`config.mk`:
```
export PLATFORM = sky130hd
export DESIGN_NAME = swa_switch_actor
export DESIGN_NICKNAME = d
export VERILOG_FILES = /design/src/rtl/swa_pkg.sv /design/src/rtl/swa_enable.sv /design/src/rtl/swa_mode_fsm.sv /design/src/rtl/swa_route.sv /design/src/rtl/swa_switch_actor.sv
export SDC_FILE = /design/constraint.sdc
export NUM_CORES = 1
export LEC_CHECK = 0
export BUFFER_PORTS_ARGS = -buffer_cell sky130_fd_sc_hd__buf_2
export CAP_MARGIN = 20
export CORE_AREA = 2 2 39 41
export CTS_CLUSTER_SIZE = 28
export DETAILED_ROUTE_END_ITERATION = 16
export DIE_AREA = 0 0 41 43
export GPL_ROUTABILITY_DRIVEN = 0
export HOLD_SLACK_MARGIN = 0.15
export PLACE_DENSITY = 0.84
export RECOVER_POWER = 50
export SLEW_MARGIN = 20
export SYNTH_ARGS = -nofsm -noshare
export SYNTH_HDL_FRONTEND = slang
export SYNTH_SLANG_ARGS = --single-unit
```
`constraint.sdc`:
```
create_clock -name clk -period 2.8 [get_ports clk]
set_input_delay 0.28 -clock clk [delete_from_list [all_inputs] [get_ports clk]]
set_output_delay 0.28 -clock clk [all_outputs]
set_load 0.05 [all_outputs]
```
`src/rtl/swa_pkg.sv`:
```
package swa_pkg;

  typedef enum logic [1:0] {
    MODE_CTRL  = 2'b00,
    MODE_TRUE  = 2'b01,
    MODE_FALSE = 2'b10
  } swa_mode_e;

  localparam int MODE_W = 2;

  // Mode selected by a control token value.
  function automatic swa_mode_e mode_from_token(input logic tok);
    return tok ? MODE_TRUE : MODE_FALSE;
  endfunction

  // Next mode after one cycle, given the firings of that cycle.
  function automatic swa_mode_e mode_step(input swa_mode_e cur, input logic ctl_fire,
                                          input logic dat_fire, input logic tok);
    swa_mode_e nxt;
    nxt = cur;
    if (ctl_fire)      nxt = mode_from_token(tok);
    else if (dat_fire) nxt = MODE_CTRL;
    return nxt;
  endfunction

endpackage

```
`src/rtl/swa_enable.sv`:
```
module swa_enable
  import swa_pkg::*;
(
  input  logic      clk,
  input  logic      rst_n,
  input  swa_mode_e mode,
  input  logic      ctl_valid,
  input  logic      dat_valid,
  input  logic      out_t_ready,
  input  logic      out_f_ready,
  output logic      ctl_ready,
  output logic      dat_ready,
  output logic      ctl_fire,
  output logic      dat_fire
);

  logic mode_is_ctrl;
  logic mode_is_true;
  logic mode_is_false;

  always_comb begin
    mode_is_ctrl  = (mode == MODE_CTRL);
    mode_is_true  = (mode == MODE_TRUE);
    mode_is_false = (mode == MODE_FALSE);
    ctl_ready     = mode_is_ctrl;
    dat_ready     = (mode_is_true & out_t_ready) | (mode_is_false & out_f_ready);
    ctl_fire      = ctl_valid & ctl_ready;
    dat_fire      = dat_valid & dat_ready;
  end

  AST_SINGLE_FIRE: assert property (@(posedge clk) disable iff (!rst_n)
    $onehot0({ctl_fire, dat_fire}));

  AST_NO_DATA_IN_CTRL: assert property (@(posedge clk) disable iff (!rst_n)
    (mode == MODE_CTRL) |-> !dat_ready);

endmodule

```
`src/rtl/swa_mode_fsm.sv`:
```
module swa_mode_fsm
  import swa_pkg::*;
(
  input  logic      clk,
  input  logic      rst_n,
  input  logic      ctl_fire,
  input  logic      dat_fire,
  input  logic      ctl_bit,
  output swa_mode_e mode
);

  swa_mode_e mode_q;

  always_ff @(posedge clk or negedge rst_n) begin
    if (!rst_n) mode_q <= MODE_CTRL;
    else        mode_q <= mode_step(mode_q, ctl_fire, dat_fire, ctl_bit);
  end

  assign mode = mode_q;

  AST_CTRL_SELECTS: assert property (@(posedge clk) disable iff (!rst_n)
    (ctl_fire && ctl_bit) |=> (mode_q == MODE_TRUE));

  AST_CTRL_SELECTS_F: assert property (@(posedge clk) disable iff (!rst_n)
    (ctl_fire && !ctl_bit) |=> (mode_q == MODE_FALSE));

  AST_DATA_RETURNS: assert property (@(posedge clk) disable iff (!rst_n)
    dat_fire |=> (mode_q == MODE_CTRL));

  AST_STALL_HOLDS: assert property (@(posedge clk) disable iff (!rst_n)
    (!ctl_fire && !dat_fire) |=> $stable(mode_q));

  AST_LEGAL_MODE: assert property (@(posedge clk) disable iff (!rst_n)
    (mode_q != 2'b11));

endmodule

```
`src/rtl/swa_route.sv`:
```
module swa_route
  import swa_pkg::*;
#(
  parameter int DATA_W = 16
) (
  input  logic              clk,
  input  logic              rst_n,
  input  swa_mode_e         mode,
  input  logic              dat_valid,
  input  logic [DATA_W-1:0] dat_data,
  input  logic              dat_ready,
  input  logic              out_t_ready,
  input  logic              out_f_ready,
  output logic              out_t_valid,
  output logic [DATA_W-1:0] out_t_data,
  output logic              out_f_valid,
  output logic [DATA_W-1:0] out_f_data
);

  always_comb begin
    out_t_valid = dat_valid & (mode == MODE_TRUE);
    out_f_valid = dat_valid & (mode == MODE_FALSE);
    out_t_data  = dat_data;
    out_f_data  = dat_data;
  end

  AST_EXCL_OUT: assert property (@(posedge clk) disable iff (!rst_n)
    !(out_t_valid && out_f_valid));

  AST_QUIET_CTRL: assert property (@(posedge clk) disable iff (!rst_n)
    (mode == MODE_CTRL) |-> (!out_t_valid && !out_f_valid));

  AST_TRUE_HANDSHAKE: assert property (@(posedge clk) disable iff (!rst_n)
    (out_t_valid && out_t_ready) |-> dat_ready);

  AST_FALSE_HANDSHAKE: assert property (@(posedge clk) disable iff (!rst_n)
    (out_f_valid && out_f_ready) |-> dat_ready);

endmodule

```
`src/rtl/swa_switch_actor.sv`:
```
module swa_switch_actor
  import swa_pkg::*;
#(
  parameter int DATA_W = 16
) (
  input  logic              clk,
  input  logic              rst_n,
  input  logic              ctl_valid,
  input  logic              ctl_bit,
  output logic              ctl_ready,
  input  logic              dat_valid,
  input  logic [DATA_W-1:0] dat_data,
  output logic              dat_ready,
  output logic              out_t_valid,
  output logic [DATA_W-1:0] out_t_data,
  input  logic              out_t_ready,
  output logic              out_f_valid,
  output logic [DATA_W-1:0] out_f_data,
  input  logic              out_f_ready,
  output logic [1:0]        mode_o
);

  swa_mode_e mode;
  logic      ctl_fire;
  logic      dat_fire;

  swa_enable u_enable (
    .clk         (clk),
    .rst_n       (rst_n),
    .mode        (mode),
    .ctl_valid   (ctl_valid),
    .dat_valid   (dat_valid),
    .out_t_ready (out_t_ready),
    .out_f_ready (out_f_ready),
    .ctl_ready   (ctl_ready),
    .dat_ready   (dat_ready),
    .ctl_fire    (ctl_fire),
    .dat_fire    (dat_fire)
  );

  swa_mode_fsm u_fsm (
    .clk      (clk),
    .rst_n    (rst_n),
    .ctl_fire (ctl_fire),
    .dat_fire (dat_fire),
    .ctl_bit  (ctl_bit),
    .mode     (mode)
  );

  swa_route #(.DATA_W(DATA_W)) u_route (
    .clk         (clk),
    .rst_n       (rst_n),
    .mode        (mode),
    .dat_valid   (dat_valid),
    .dat_data    (dat_data),
    .dat_ready   (dat_ready),
    .out_t_ready (out_t_ready),
    .out_f_ready (out_f_ready),
    .out_t_valid (out_t_valid),
    .out_t_data  (out_t_data),
    .out_f_valid (out_f_valid),
    .out_f_data  (out_f_data)
  );

  assign mode_o = mode;

  AST_RESET_QUIET: assert property (@(posedge clk)
    !rst_n |-> (mode_o == 2'b00 && !out_t_valid && !out_f_valid));

endmodule

```
# After elaboration in Yosys (flattened, before gate mapping)
# Index checks and enable logic that the tools add are counted.
# op_classes
eq_ne,2
reduce_logical,2
n_bitwise,7
muxes,3
# op_table
operator,n
$and A1 B1 Y1,6
$mux W2,3
$eq A2 B1 Y1 const B,1
$eq A2 B2 Y1 const B,1
$logic_not A2 Y1,1
$reduce_bool A2 Y1,1
$or A1 B1 Y1,1
# word_totals
reg_bits,2
inputBits,23
out_inout_bits,38

# Longest topological paths before layout
# Gate-level depths: netlist of run 1.
# logic_depth
ltp_word,6
depth_mapped,2
ltp_nobuf,2

# Cells and area by module
# Synthesis of run 1 repeated with hierarchy kept, for this count alone.
# hier_totals
cells_unflattened,47
area_unflattened_um2,386.6
# by_module_without_submodules
mod,area_each_um2,seq_area_each_um2,cells_per_inst,n_inst
swa_route,257.7,0.0,34,1
swa_mode_fsm,92.6,50.0,7,1
swa_enable,36.3,0.0,6,1

# Least setup slack after synthesis of run 1
# OpenSTA, ideal clock, no wires.
# synth_path
kind,register to output
from,reg u_fsm.mode_q[0] (netlist: u_fsm.mode[0])
to,out out_t_valid
required_ns,2.520
arrival_time_ns,1.915
path_stages_with_launch,2
n_path_buf,0
slack_ns,0.605
cell_sequence,dfrtp_1 -> nor3b_1
# synth_via
elab_chain_cells,2
# synth_rtl
item,line_no,text
start: declaration,swa_mode_fsm.sv:12,swa_mode_e mode_q;
start signal: assignment,swa_mode_fsm.sv:16,"else mode_q <= mode_step(mode_q, ctl_fire, dat_fire, ctl_bit);"
$eq A2 B1 Y1,swa_route.sv:21,out_t_valid = dat_valid & (mode == MODE_TRUE);
$and A1 B1 Y1,swa_route.sv:21,
end: declaration,swa_switch_actor.sv:14,"output logic out_t_valid,"
# Every way passes these cells.

# Final worst setup path of run 1
# layout_path
from,reg u_fsm.mode_q[1] (netlist: u_fsm.mode[1])
to,out dat_ready
# layout_via
elab_chain_cells,3
# layout_rtl
item,line_no,text
$eq A2 B1 Y1 / $eq A2 B2 Y1 (equally long branches),"swa_enable.sv:23, swa_enable.sv:24",
$and A1 B1 Y1,swa_enable.sv:26,dat_ready = (mode_is_true & out_t_ready) | (mode_is_false & out_f_ready);
$or A1 B1 Y1 (*),swa_enable.sv:26,
end: declaration,swa_switch_actor.sv:13,"output logic dat_ready,"
# Mark *: on every way between the ends. The rest lies on a longest branch, timed or not.

==> metrics.cfg, run 1 <==
[yosys]
syn_nets = 68
synth_seq_area_share = 0.136
synth.cell_area_um2 = 368
synth_warnings = 0
synth_seq_cells = 2
syn_area_per_cell_um2 = 8.17
synth.distinct_cells = 10
synthCells = 45

[clocking]
cts_max_level = 1
cts_setup_buffers = 0
cts_buffers = 3
clk_pin_slew_ns = 0.03
cts_sinks = 2
cts_root_buf = clkbuf_4
cts_tree = built
insertion_delay_ns = 0.22
clock_path_buffers = 2
cts_resized = 0
cts_hold_buf = 1

[setup_path]
worstPathArrival_ns = 1.19
path_max_fanout = 8
critical_path_class = register to output pin
crit_required_ns = 2.52
endpoint_kind = output pin
worstSetupStartpointType = register

[layout]
fill_cells = 161
area.growth.synth_to_final_pct = -35.0
layout-drive-gt1-share = 0.517
largest_reg_flops = 2
nNetsFinal = 54
insertedDiodeCount = 0
final_cells = 45

[route]
via_count = 161
routedWlPerCell_um = 10.8
drt-vias-per-instance = 3.58
drcViolationCount = 0
ant_nets = 0
drt_first_pass_iters = 2
drt-initial-drc-count = 3
wl_um = 486

[floorplan]
num_rows = 14
core-area_mm2 = 0.00138
start_util = 0.266
die_w_um = 41
ios = 61
die_area_mm2 = 0.00176
die_y_um = 43

[power_and_ir_drop]
ir_drop_mv = 0.374
leakage_nw = 0.128
powerDensity_mw_per_mm2 = 1430

[global_route]
grt_antenna_before_repair = 0
grt_pass1_vias = 175
grt_usage = 0.0622
grt_pass1_wl_um = 717
grt.overflow.total = 0
grt_max_degree = 9

[timing]
finalSetupViolCount = 0
setup_tns_ns = 0
hold_violations = 0
slew_headroom = 0.831
worst_slew_pin_slew_ns = 0.255
rsz0062_at_grt = false
slew_violations = 0
skew_ns = 0.00238
fin_crit_ns = 1.47
finalCritPeriodShare = 0.525
max_freq_mhz = 681

[job]
max-cap-violations = 0

[worst_hold_path]
min_path_type = input pin to register

[placement]
io_buffers = 12
dp_cells = 41

[status]
outcome = complete, no violations

-- critical path: stages (launching register included) --
cell      delay [ns]
dfrtp_1         0.43
nand3b_1        0.21
nand2_1         0.07
buf_2           0.25
-- layout make-up --
class / count / area, um^2 / area share
Clock buffer: 3 / 22.5 / 0.0942
Inverter: 1 / 3.75 / 0.0157
Multi-Input combinational cell: 10 / 73.8 / 0.309
Sequential cell: 2 / 50.0 / 0.209
Tap cell: 16 / 20.0 / 0.0838
Timing Repair Buffer: 13 / 68.8 / 0.288
-- cell usage in the layout, fill, tap and decap left out, drive strengths merged, types with 2 or more instances in the layout --
| cell type | n |
|---|---|
| dfrtp | 2 |
| nand3b | 2 |
| nor3b | 2 |
| clkbuf | 4 |
| and3b | 2 |
| buf | 11 |
-- cell families (layout without fill, tap and decap cells) --
family | Yosys count | after routing | synth area share
simple gates | 8 | 8 | 0.150
flops | 2 | 2 | 0.136
buf+inv | 33 | 17 | 0.663
compound gates | 2 | 2 | 0.0510
-- cell usage after synthesis --
library cell | count | share of area
inv_1 | 1 | 0.010
o22a_2 | 1 | 0.027
nor3b_1 | 2 | 0.041
a2bb2oi_1 | 1 | 0.024
dfrtp_1 | 2 | 0.14
nand2_1 | 1 | 0.010
nor2_1 | 1 | 0.010
nand3b_1 | 2 | 0.041
and3b_1 | 2 | 0.048
buf_4 | 32 | 0.65
-- report_power, final --
group / switching (mW) / internal (mW) / total, mW / leakage [nW]
clock: 0.0153 / 0.0472 / 0.0625 / 0.0138
sequential: 0.0249 / 0.0436 / 0.0684 / 0.0222
combinational: 0.153 / 0.0571 / 0.210 / 0.0916
-- through the flow --
step           total power [mW]   util  hold slack [ns]  setup WS [ns]  area (um^2)
2_1_floorplan             0.353      -          -0.0156          0.605          368
3_3_place_gp              0.276  0.150           0.0661           1.57          208
3_5_place_dp              0.279  0.150           0.0671           1.55          208
4_1_cts                   0.348  0.174            0.257           1.31          240
5_1_grt                   0.361  0.173            0.267           1.25          239
6_report                  0.341  0.173            0.268           1.33          239
-- routing by layer --
metal | routed length (um) | GRT usage | part of all wire
met2 | 279 | 0.0875 | 0.57
met4 | 0 | 0.0600 | 0
met3 | 57 | 0.0419 | 0.12
met1 | 149 | 0.0547 | 0.31
met5 | 0 | 0 | 0
-- final timing paths --
check | start | end | slack [ns] | cells after the start
setup / recovery | u_fsm.mode[1]$_DFFE_PN0P_ | dat_ready | 1.33 | 3
setup reg to reg | u_fsm.mode[1]$_DFFE_PN0P_ | u_fsm.mode[0]$_DFFE_PN0P_ | 1.81 | 2
max in group asynchronous | rst_n | u_fsm.mode[1]$_DFFE_PN0P_ | 2.28 | 2
hold reg to reg | u_fsm.mode[0]$_DFFE_PN0P_ | u_fsm.mode[0]$_DFFE_PN0P_ | 0.62 | 1
min in group asynchronous | rst_n | u_fsm.mode[0]$_DFFE_PN0P_ | 0.39 | 2
hold / removal | out_f_ready | u_fsm.mode[1]$_DFFE_PN0P_ | 0.27 | 2
(Power assumes the default switching activity.)
==> run 2: changes to the inputs <==
CORE_AREA = not set   (was 2 2 39 41)
CORE_MARGIN = 2   (was not set)
CORE_UTILIZATION = 24   (was not set)
DIE_AREA = not set   (was 0 0 41 43)
PLACE_DENSITY = 0.78   (was 0.84)
clock period = 1.3 ns   (was 2.8 ns; I/O delays follow)
==> run 2 against run 1 <==
Core utilization is 2.5 points higher. Sequential share of layout area decreased by 2.8 points. Register-to-register slack got worse by 1.6 ns. Hold slack worse by 0.074 ns. Design area is 21% higher. Critical endpoint unchanged.
==> metrics.cfg, run 2 (same netlist as run 1, synthesis figures left out) <==
[route]
drt-vias-per-instance = 4.04  ; +13%
drt_first_pass_iters = 1  ; -1
drcViolationCount = 0  ; unchanged
drt-initial-drc-count = 0  ; -3
routedWlPerCell_um = 13.2  ; +22%
ant_nets = 0  ; unchanged
wl_um = 619  ; +27%
via_count = 190  ; +18%

[power_and_ir_drop]
leakage_nw = 0.144  ; +13%
p_sw_mw = 0.457  ; +140%
p_int_mw = 0.396  ; +170%
power.share.switching = 0.535  ; -0.0306
clockPowerShare = 0.169  ; -0.015
powerDensity_mw_per_mm2 = 2940  ; +110%
seq_power_share = 0.203  ; +0.002
total_power_mw = 0.853  ; +150%
power_frac_comb = 0.628  ; +0.012
ir_drop_mv = 0.761  ; +100%

[timing]
worst_slew_pin_slew_ns = 0.251  ; -0.00414 ns
rsz0062_at_grt = true
slew_violations = 0  ; unchanged
finalCritPeriodShare = 0.968
hold_violations = 0  ; unchanged
max_freq_mhz = 795
slew_headroom = 0.834  ; +0.00274
setup_tns_ns = 0  ; unchanged
fin_crit_ns = 1.26
skew_ns = 0.0000244  ; -0.00236 ns
finalSetupViolCount = 0  ; unchanged

[layout]
final_common_cell = buf_2
area.growth.synth_to_final_pct = -21.1
final_cells = 47  ; +4.4%
layout-drive-gt1-share = 0.710  ; +0.192
stdcell_area_um2 = 290  ; +21%
nNetsFinal = 56  ; +3.7%
largest_reg_flops = 2  ; unchanged
layout_common_cells = 9 x buf_2, 3 x clkbuf_4
insertedDiodeCount = 0  ; unchanged

[setup_path]
endpoint_kind = output pin
path_max_fanout = 7  ; -1
worstSetupStartpointType = register
critical_path_class = register to output pin
crit_required_ns = 1.17  ; -1.35 ns
worstPathArrival_ns = 1.13  ; -0.06 ns

[floorplan]
start_util = 0.250  ; -0.0158
num_rows = 14  ; unchanged
ios = 61  ; unchanged
die_area_mm2 = 0.00186  ; +5.6%
core-area_mm2 = 0.00147  ; +6.3%
die_w_um = 43.2  ; +5.2%
die_y_um = 43.2  ; +0.35%

[clocking]
cts_root_buf = clkbuf_4
cts_buffers = 3  ; unchanged
cts_sinks = 2  ; unchanged
insertion_delay_ns = 0.23  ; about the same
cts_tree = built
clk_pin_slew_ns = 0.03  ; about the same
clock_path_buffers = 2  ; unchanged
cts_max_level = 1  ; unchanged

[global_route]
grt_max_degree = 9  ; unchanged
grt_pass1_wl_um = 903  ; +26%
grt_antenna_before_repair = 0  ; unchanged
grt_pass1_vias = 215  ; +23%
grt.overflow.total = 0  ; unchanged
grt_usage = 0.0745  ; +0.0122

[worst_hold_path]
min_path_type = input pin to register

[job]
max-cap-violations = 0  ; unchanged

[placement]
hpwlAfterDp_um = 389
dp_cells = 41  ; unchanged
place_area_um2 = 225  ; +8.4%
io_buffers = 12  ; unchanged

[status]
outcome = complete, no violations

==> run 2: cell types whose count changed in the layout (fill, tap and decap cells not counted), sizes merged <==
cell / change
buf: +2
clkbuf: -1
dlygate4sd3: +1
==> run 2: worst max-delay path: stages, from the launching register on <==
cell	delay, ns
dfrtp_2	0.46
nand3b_1	0.20
nand2_1	0.09
buf_6	0.15
==> run 2: cell type report <==
class                           count  area [um^2]
Inverter                            1         3.75
Fill cell                         179         1180
Multi-Input combinational cell     10         88.8
Tap cell                           16         20.0
Sequential cell                     2         52.6
Timing Repair Buffer               15          103
Clock buffer                        3         22.5
==> run 2: metrics by stage <==
| step | util | worst slack (ns) | hold slack (ns) |
|---|---|---|---|
| floorplan | - | 0.0528 | -0.166 |
| global placement | 0.153 | 0.232 | -0.0827 |
| detailed placement | 0.153 | 0.206 | -0.0813 |
| CTS | 0.187 | 0.0135 | 0.186 |
| global route | 0.197 | -0.0240 | 0.196 |
| finish | 0.197 | 0.0418 | 0.194 |
==> run 2: repair_timing <==
action | in CTS | in global routing
hold endpoints to repair | 3 | 0
pin swaps | 0 | 0
gates resized for setup | 3 | 2
setup endpoints to repair | 3 | 2
hold buffers | 2 | 0
setup buffers | 0 | 1
==> run 2: per-layer routing <==
metal / GRT usage / share of wire
met1: 0.0462 / 0.27
met2: 0.107 / 0.54
met3: 0.0255 / 0.11
met4: 0.158 / 0.073
met5: 0 / 0
==> run 2: path summary, 6_finish.rpt <==
kind / from / end / slack, ns / cells past startpoint
worst min-delay path: ctl_bit / u_fsm.mode[1]$_DFFE_PN0P_ / 0.19 / 3
worst min register to register: u_fsm.mode[0]$_DFFE_PN0P_ / u_fsm.mode[0]$_DFFE_PN0P_ / 0.60 / 1
max in group asynchronous: rst_n / u_fsm.mode[0]$_DFFE_PN0P_ / 0.97 / 2
worst max-delay path: u_fsm.mode[1]$_DFFE_PN0P_ / dat_ready / 0.04 / 3
worst max register to register: u_fsm.mode[1]$_DFFE_PN0P_ / u_fsm.mode[0]$_DFFE_PN0P_ / 0.25 / 3
min in group asynchronous: rst_n / u_fsm.mode[1]$_DFFE_PN0P_ / 0.23 / 2
==> run 2: power by group through the flow <==
stage / clock (mW) / sequential, mW / combinational [mW]
final: 0.144 / 0.173 / 0.536
after detailed placement: 0 / 0.171 / 0.470
after global placement: 0 / 0.164 / 0.468
after global routing: 0.159 / 0.185 / 0.557
after floorplan: 0 / 0.268 / 0.532
after CTS: 0.152 / 0.170 / 0.494
